==> src/rtl/clk_irq_pkg.sv <==
`timescale 1ns/1ps
package clk_irq_pkg;
  localparam int DATA_W = 32;
  localparam int ADDR_W = 8;

  localparam logic [ADDR_W-1:0] OFF_CTRL   = 8'h00;
  localparam logic [ADDR_W-1:0] OFF_CSTAT  = 8'h04;
  localparam logic [ADDR_W-1:0] OFF_CMASK  = 8'h08;
  localparam logic [ADDR_W-1:0] OFF_CEN    = 8'h0C;
  localparam logic [ADDR_W-1:0] OFF_CDIS   = 8'h10;
  localparam logic [ADDR_W-1:0] OFF_ESTAT  = 8'h14;
  localparam logic [ADDR_W-1:0] OFF_EMASK  = 8'h18;
  localparam logic [ADDR_W-1:0] OFF_EEN    = 8'h1C;
  localparam logic [ADDR_W-1:0] OFF_EDIS   = 8'h20;
  localparam logic [ADDR_W-1:0] OFF_SETT   = 8'h24;
  localparam logic [ADDR_W-1:0] OFF_SETTRB = 8'h28;
  localparam logic [ADDR_W-1:0] OFF_CAL    = 8'h2C;
  localparam logic [ADDR_W-1:0] OFF_CALRB  = 8'h30;
  localparam logic [ADDR_W-1:0] OFF_TIME   = 8'h34;
  localparam logic [ADDR_W-1:0] OFF_TICK   = 8'h38;
  localparam logic [ADDR_W-1:0] OFF_ALARM  = 8'h3C;
  localparam logic [ADDR_W-1:0] OFF_SAFE   = 8'h40;

  typedef enum logic [4:0] {
    SEL_NONE, SEL_CTRL, SEL_CSTAT, SEL_CMASK, SEL_CEN, SEL_CDIS,
    SEL_ESTAT, SEL_EMASK, SEL_EEN, SEL_EDIS, SEL_SETT, SEL_SETTRB,
    SEL_CAL, SEL_CALRB, SEL_TIME, SEL_TICK, SEL_ALARM, SEL_SAFE
  } regSel_e;

  typedef struct packed {
    logic wrCtrl;
    logic w1cClk;
    logic enClk;
    logic disClk;
    logic w1cErr;
    logic enErr;
    logic disErr;
    logic wrSetT;
    logic wrCal;
    logic wrAlarm;
    logic wrSafe;
    logic badAcc;
  } strobe_t;
endpackage

==> src/rtl/clk_irq_ctrl.sv <==
`timescale 1ns/1ps
module clk_irq_ctrl
  import clk_irq_pkg::*;
(
  input  logic              busSel,
  input  logic              busWe,
  input  logic [ADDR_W-1:0] busAddr,
  output strobe_t           stb,
  output regSel_e           rdSel
);
  regSel_e hitSel;

  always_comb begin
    case (busAddr)
      OFF_CTRL:   hitSel = SEL_CTRL;
      OFF_CSTAT:  hitSel = SEL_CSTAT;
      OFF_CMASK:  hitSel = SEL_CMASK;
      OFF_CEN:    hitSel = SEL_CEN;
      OFF_CDIS:   hitSel = SEL_CDIS;
      OFF_ESTAT:  hitSel = SEL_ESTAT;
      OFF_EMASK:  hitSel = SEL_EMASK;
      OFF_EEN:    hitSel = SEL_EEN;
      OFF_EDIS:   hitSel = SEL_EDIS;
      OFF_SETT:   hitSel = SEL_SETT;
      OFF_SETTRB: hitSel = SEL_SETTRB;
      OFF_CAL:    hitSel = SEL_CAL;
      OFF_CALRB:  hitSel = SEL_CALRB;
      OFF_TIME:   hitSel = SEL_TIME;
      OFF_TICK:   hitSel = SEL_TICK;
      OFF_ALARM:  hitSel = SEL_ALARM;
      OFF_SAFE:   hitSel = SEL_SAFE;
      default:    hitSel = SEL_NONE;
    endcase
  end

  always_comb begin
    stb = '0;
    if (busSel) begin
      if (hitSel == SEL_NONE) stb.badAcc = 1'b1;
      else if (busWe) begin
        case (hitSel)
          SEL_CTRL:  stb.wrCtrl  = 1'b1;
          SEL_CSTAT: stb.w1cClk  = 1'b1;
          SEL_CEN:   stb.enClk   = 1'b1;
          SEL_CDIS:  stb.disClk  = 1'b1;
          SEL_ESTAT: stb.w1cErr  = 1'b1;
          SEL_EEN:   stb.enErr   = 1'b1;
          SEL_EDIS:  stb.disErr  = 1'b1;
          SEL_SETT:  stb.wrSetT  = 1'b1;
          SEL_CAL:   stb.wrCal   = 1'b1;
          SEL_ALARM: stb.wrAlarm = 1'b1;
          SEL_SAFE:  stb.wrSafe  = 1'b1;
          default:   ;
        endcase
      end
    end
  end

  assign rdSel = (busSel && !busWe) ? hitSel : SEL_NONE;
endmodule

==> src/rtl/clk_irq_group.sv <==
`timescale 1ns/1ps
module clk_irq_group #(
  parameter int N = 2
) (
  input  logic         clk,
  input  logic         rstN,
  input  logic [N-1:0] evt,
  input  logic         w1cStb,
  input  logic         enStb,
  input  logic         disStb,
  input  logic [N-1:0] wd,
  output logic [N-1:0] status,
  output logic [N-1:0] mask,
  output logic         irq
);
  for (genvar i = 0; i < N; i++) begin : g_bit
    always_ff @(posedge clk) begin
      if (!rstN) begin
        status[i] <= 1'b0;
        mask[i]   <= 1'b1;
      end else begin
        status[i] <= evt[i] | (status[i] & ~(w1cStb & wd[i]));
        if (disStb && wd[i])     mask[i] <= 1'b1;
        else if (enStb && wd[i]) mask[i] <= 1'b0;
      end
    end
  end

  assign irq = |(status & ~mask);
endmodule

==> src/rtl/clk_irq_dp.sv <==
`timescale 1ns/1ps
module clk_irq_dp
  import clk_irq_pkg::*;
#(
  parameter int          CLK_N      = 2,
  parameter int          CAL_W      = 21,
  parameter int          TICK_W     = 16,
  parameter logic [31:0] CTRL_RESET = 32'h0100_0000,
  parameter logic [31:0] CTRL_RSVD  = 32'h70ff_fffe
) (
  input  logic              clk,
  input  logic              rstN,
  input  strobe_t           stb,
  input  regSel_e           rdSel,
  input  logic [DATA_W-1:0] wdata,
  input  logic [CLK_N-1:0]  evtClk,
  input  logic              evtErr,
  input  logic [DATA_W-1:0] timeIn,
  input  logic [TICK_W-1:0] tickIn,
  output logic [DATA_W-1:0] rdata,
  output logic [CLK_N-1:0]  clkStat,
  output logic [CLK_N-1:0]  clkMask,
  output logic              errStat,
  output logic              errMask,
  output logic              irqClk,
  output logic              irqErr
);
  localparam logic [DATA_W-1:0] CTRL_WMASK = ~CTRL_RSVD;

  logic [DATA_W-1:0] ctrlQ, setTQ, alarmQ, safeQ;
  logic [CAL_W-1:0]  calQ;

  clk_irq_group #(.N(CLK_N)) u_clkGrp (
    .clk(clk), .rstN(rstN), .evt(evtClk),
    .w1cStb(stb.w1cClk), .enStb(stb.enClk), .disStb(stb.disClk),
    .wd(wdata[CLK_N-1:0]), .status(clkStat), .mask(clkMask), .irq(irqClk)
  );

  clk_irq_group #(.N(1)) u_errGrp (
    .clk(clk), .rstN(rstN), .evt(evtErr | stb.badAcc),
    .w1cStb(stb.w1cErr), .enStb(stb.enErr), .disStb(stb.disErr),
    .wd(wdata[0]), .status(errStat), .mask(errMask), .irq(irqErr)
  );

  always_ff @(posedge clk) begin
    if (!rstN) begin
      ctrlQ  <= CTRL_RESET;
      setTQ  <= '0;
      calQ   <= '0;
      alarmQ <= '0;
      safeQ  <= '0;
    end else begin
      if (stb.wrCtrl)  ctrlQ  <= wdata & CTRL_WMASK;
      if (stb.wrSetT)  setTQ  <= wdata;
      if (stb.wrCal)   calQ   <= wdata[CAL_W-1:0];
      if (stb.wrAlarm) alarmQ <= wdata;
      if (stb.wrSafe)  safeQ  <= wdata;
    end
  end

  always_comb begin
    case (rdSel)
      SEL_CTRL:   rdata = ctrlQ;
      SEL_CSTAT:  rdata = DATA_W'(clkStat);
      SEL_CMASK:  rdata = DATA_W'(clkMask);
      SEL_ESTAT:  rdata = DATA_W'(errStat);
      SEL_EMASK:  rdata = DATA_W'(errMask);
      SEL_SETT,
      SEL_SETTRB: rdata = setTQ;
      SEL_CAL,
      SEL_CALRB:  rdata = DATA_W'(calQ);
      SEL_TIME:   rdata = timeIn;
      SEL_TICK:   rdata = DATA_W'(tickIn);
      SEL_ALARM:  rdata = alarmQ;
      SEL_SAFE:   rdata = safeQ;
      default:    rdata = '0;
    endcase
  end
endmodule

==> src/rtl/clk_irq_regbank.sv <==
`timescale 1ns/1ps
module clk_irq_regbank
  import clk_irq_pkg::*;
#(
  parameter int          CAL_W      = 21,
  parameter int          TICK_W     = 16,
  parameter logic [31:0] CTRL_RESET = 32'h0100_0000,
  parameter logic [31:0] CTRL_RSVD  = 32'h70ff_fffe
) (
  input  logic              clk,
  input  logic              rstN,
  input  logic              busSel,
  input  logic              busWe,
  input  logic [7:0]        busAddr,
  input  logic [31:0]       busWdata,
  output logic [31:0]       busRdata,
  input  logic [1:0]        evtClk,
  input  logic              evtErr,
  input  logic [31:0]       timeIn,
  input  logic [TICK_W-1:0] tickIn,
  output logic              irqClk,
  output logic              irqErr
);
  strobe_t    stb;
  regSel_e    rdSel;
  logic [1:0] clkStat, clkMask;
  logic       errStat, errMask;

  clk_irq_ctrl u_ctrl (
    .busSel(busSel), .busWe(busWe), .busAddr(busAddr),
    .stb(stb), .rdSel(rdSel)
  );

  clk_irq_dp #(
    .CLK_N(2), .CAL_W(CAL_W), .TICK_W(TICK_W),
    .CTRL_RESET(CTRL_RESET), .CTRL_RSVD(CTRL_RSVD)
  ) u_dp (
    .clk(clk), .rstN(rstN), .stb(stb), .rdSel(rdSel), .wdata(busWdata),
    .evtClk(evtClk), .evtErr(evtErr), .timeIn(timeIn), .tickIn(tickIn),
    .rdata(busRdata), .clkStat(clkStat), .clkMask(clkMask),
    .errStat(errStat), .errMask(errMask), .irqClk(irqClk), .irqErr(irqErr)
  );
endmodule

==> config.mk <==
export PLATFORM = sky130hd
export DESIGN_NAME = clk_irq_regbank
export DESIGN_NICKNAME = d
export VERILOG_FILES = /design/src/rtl/clk_irq_pkg.sv /design/src/rtl/clk_irq_ctrl.sv /design/src/rtl/clk_irq_group.sv /design/src/rtl/clk_irq_dp.sv /design/src/rtl/clk_irq_regbank.sv
export SDC_FILE = /design/constraint.sdc
export NUM_CORES = 1
export LEC_CHECK = 0
export ABC_AREA = 1
export ABC_CLOCK_PERIOD_IN_PS = 3000
export CAP_MARGIN = 20
export CORE_MARGIN = 5
export CORE_UTILIZATION = 60
export CTS_CLUSTER_SIZE = 16
export DETAILED_ROUTE_END_ITERATION = 12
export DONT_BUFFER_PORTS = 1
export PLACE_DENSITY = 0.76
export SLEW_MARGIN = 20
export SYNTH_ARGS = -nofsm -noshare
export SYNTH_HDL_FRONTEND = slang
export SYNTH_SLANG_ARGS = --single-unit
==> constraint.sdc <==
create_clock -name clk -period 3 [get_ports clk]
set_input_delay 0.45 -clock clk [delete_from_list [all_inputs] [get_ports clk]]
set_output_delay 0.45 -clock clk [all_outputs]
set_load 0.1 [all_outputs]
==> results_dict.tcl <==
set metrics [dict create \
    finalHoldViolations 0 \
    fin_setup_tns_ps 0 \
    fp.coreArea_sq_um 10370 \
    antenna_cells 0 \
    crit_path_max_incr_delay_ps 320 \
    cts_buffers 17 \
    switchingPower_uw 850.4 \
    endpoint_kind "primary output" \
    ff_latch_area_sq_um 2582 \
    hold_buffers 0 \
    cts_tree "done" \
    grt-ovfl-total 0 \
    syn_nets 1079 \
    p_leak_nw 3.212 \
    final_area_sq_um 7871 \
    clk_latency_ps 520 \
    seq_power_share 0.441 \
    syn-cell-area_sq_um 6400 \
    fp-row-count 37 \
    fillers 832 \
    critPathMaxFanout 8 \
    wire_per_inst_microns 16.80 \
    ios 129 \
    via_per_inst 5.631 \
    holdPathEnd "u_dp.u_clkGrp.mask[0]" \
    layout_commonest_cell "nand2_1" \
    port_buffers 0 \
    die_w_microns 113.3 \
    cts.sinks 129 \
    final_cell_mix "nand2_1, nor2_1, dfxtp_1" \
    nNetsFinal 1109 \
    irDropWorstVdd_mv 0.4473 \
    combPwrFrac 0.023 \
    drc 0 \
    antenna_found_initial 0 \
    hold_path.class "in2reg" \
    drv_cap 0 \
    clockPowerShare 0.536 \
    cp_top_family "simple AND/OR/NAND/NOR gates" \
    netlist_instances 984 \
    grt_pass1_wl_microns 31550 \
    clock.fmax_ghz 0.3494 \
    min_period_ps 2862 \
    setup_violations 0 \
    via_count 6549 \
    track_usage 0.3055 \
    clk_path_buf_depth 2 \
    placedInstanceArea_sq_um 7239 \
    period_share 0.9541 \
    synth.avg_cell_area_sq_um 6.504 \
    status "finished clean" \
    routed_wl_microns 19530 \
    cp.buffers_inverters 4 \
    power_mw 3.905 \
    cpMostUsedCell "nand2_2" \
    start_util 0.6172 \
    cp_data_required_time_ps 2550 \
    ant_nets 0 \
    slew_violations 0 \
    yosysWarnings 0 \
    drtIter0Drc 616 \
    drive_gt1_frac 0.1305 \
    hpwl_microns 12570 \
    min_from "rstN" \
    dieArea_sq_um 12830 \
    yosysSeqAreaShare 0.4035 \
    skew_ps 0 \
    multi_input_area_sq_um 3234 \
    ys_seq_elements 129 \
    root_buffer "clkbuf_8" \
    intPower_mw 3.055 \
    p_sw_frac 0.2178 \
    worstPathArrival_ps 2410 \
    worstPathCellList "nand2_2, inv_2, nand2_2, nor2_2, nor2_1, nand2_2, nand2_2, nor2_4, buf_4, buf_4, nand3_1, nand2_1, nor2_1, nand3_1, buf_12" \
    r2r-start "u_dp.setTQ[3]" \
    worst_pin_slew_ps 943.5 \
    critPathSlowestCell "nor2_1" \
    htree_num_levels 4 \
    r2r_setup_slack_ps 2290 \
    worstHoldPathCells 1 \
    gp_congestion 0.8894 \
    power_density_nw_per_um2 496.1 \
    die-height_microns 113.3 \
    grt_pass1_vias 6395 \
    r2r-end "u_dp.setTQ[3]" \
    clk_pin_slew_ps 60 \
    reg2regPathDepth 2 \
    firstDrtPassIters 7 \
    start_kind "primary input" \
    syn_to_final_growth_pct 22.99 \
    grt_max_degree 88 \
    path_class "in2out" \
    relSlewSlack 0.3695 \
    ys_types 35 \
]
==> worst reg2reg max path, stage by stage (launching register included) <==
cell and delay, ps:
dfxtp_1 310, o21ai_0 220, nor2_1 70
==> layout make-up <==
class                           count  share of cell area
Multi-Input combinational cell    707              0.4109
Sequential cell                   129              0.3281
Timing Repair Buffer               60              0.1149
Clock buffer                       19             0.05611
Inverter                           99             0.04785
Tap cell                          136             0.02162
Clock inverter                     13             0.02051
==> registers in the layout, summed over array words and instances (netlist names) <==
| name | flops |
|---|---|
| u_dp.safeQ | 32 |
| u_dp.calQ | 21 |
| u_dp.setTQ | 32 |
| u_dp.u_clkGrp.status | 2 |
| u_dp.ctrlQ | 6 |
| u_dp.u_clkGrp.mask | 2 |
| u_dp.u_errGrp.mask | 1 |
| u_dp.u_errGrp.status | 1 |
| u_dp.alarmQ | 32 |
==> through the flow <==
stage / utilization / hold WS (ps) / cells / setup WS (ps)
2_1_floorplan: - / 424.5 / 984 / 74.90
3_3_place_gp: 0.6981 / 431.2 / 1129 / 258.2
3_5_place_dp: 0.6981 / 437.2 / 1129 / 196.0
4_1_cts: 0.7563 / 7.716 / 1161 / 143.3
5_1_grt: 0.7590 / 29.67 / 1163 / -24.94
6_report: 0.7590 / 42.36 / 1163 / 137.7
==> power groups by stage <==
stage | clock network (mW) | logic, mW | registers, mW
CTS | 2.09 | 0.0889 | 1.72
finish | 2.09 | 0.0895 | 1.72
floorplan | 0 | 0.0830 | 1.76
global route | 2.17 | 0.101 | 1.72
detailed placement | 0 | 0.0881 | 1.76
global placement | 0 | 0.0873 | 1.76
==> what timing repair did <==
item	CTS	global route
resized for setup	0	4
endpoints found under the setup margin	0	24
buffers inserted	0	2
==> worst max-delay path by stage <==
stage          startpoint      endpoint  slack (ps)  depth (start not counted)
2_1_floorplan  busAddr[3]  busRdata[21]          70                         13
3_3_place_gp   busAddr[6]  busRdata[26]         260                         15
3_5_place_dp   busAddr[6]  busRdata[27]         200                         15
4_1_cts        busAddr[6]  busRdata[11]         140                         12
5_1_grt        busAddr[3]   busRdata[1]         -20                         15
6_report       busAddr[3]   busRdata[1]         140                         15
==> kinds of logic after synthesis <==
logic type | Yosys count | synth area share
AND/OR/NAND/NOR | 515 | 0.3466
AO/OA/AOI/OAI | 192 | 0.1543
buffers and inverters | 148 | 0.09560
flip-flops | 129 | 0.4035
==> metal layers <==
layer | GRT usage | up-vias | part of all wire
met3 | 0.06471 | 69 | 0.093
met1 | 0.3739 | 2950 | 0.39
met5 | 0 | - | 0
met2 | 0.5134 | 344 | 0.49
li1 | - | 3186 | -
met4 | 0.1426 | 0 | 0.034
==> cell usage after synthesis <==
cell | number | area [sq um]
nand3b_1 | 4 | 30.03
o31ai_1 | 1 | 7.510
buf_6 | 3 | 33.78
buf_2 | 19 | 95.09
clkinv_1 | 1 | 3.750
clkbuf_1 | 25 | 93.84
nor2_1 | 192 | 720.7
nand2_4 | 1 | 11.26
nand3b_2 | 1 | 11.26
nand3_1 | 54 | 270.3
nand3_2 | 2 | 20.02
nor3_4 | 2 | 32.53
inv_2 | 4 | 15.01
o22ai_1 | 1 | 6.260
o21ai_0 | 103 | 515.5
nor2_2 | 8 | 50.05
a31oi_1 | 2 | 12.51
a211oi_1 | 2 | 15.01
nand4_1 | 9 | 56.30
inv_4 | 1 | 6.260
a22oi_1 | 3 | 22.52
nor2_8 | 1 | 20.02
nor2_4 | 6 | 67.56
o21ai_1 | 2 | 10.01
nand2_1 | 217 | 814.5
a21oi_1 | 76 | 380.4
nor3_1 | 8 | 40.04
inv_1 | 93 | 349.1
nand2_2 | 8 | 50.05
o41ai_1 | 1 | 8.760
nand3_4 | 1 | 17.52
o21ai_2 | 1 | 8.760
nor4_1 | 1 | 6.260
buf_4 | 2 | 15.01
dfxtp_1 | 129 | 2582
No activity file was read; power rests on OpenSTA's default activity.
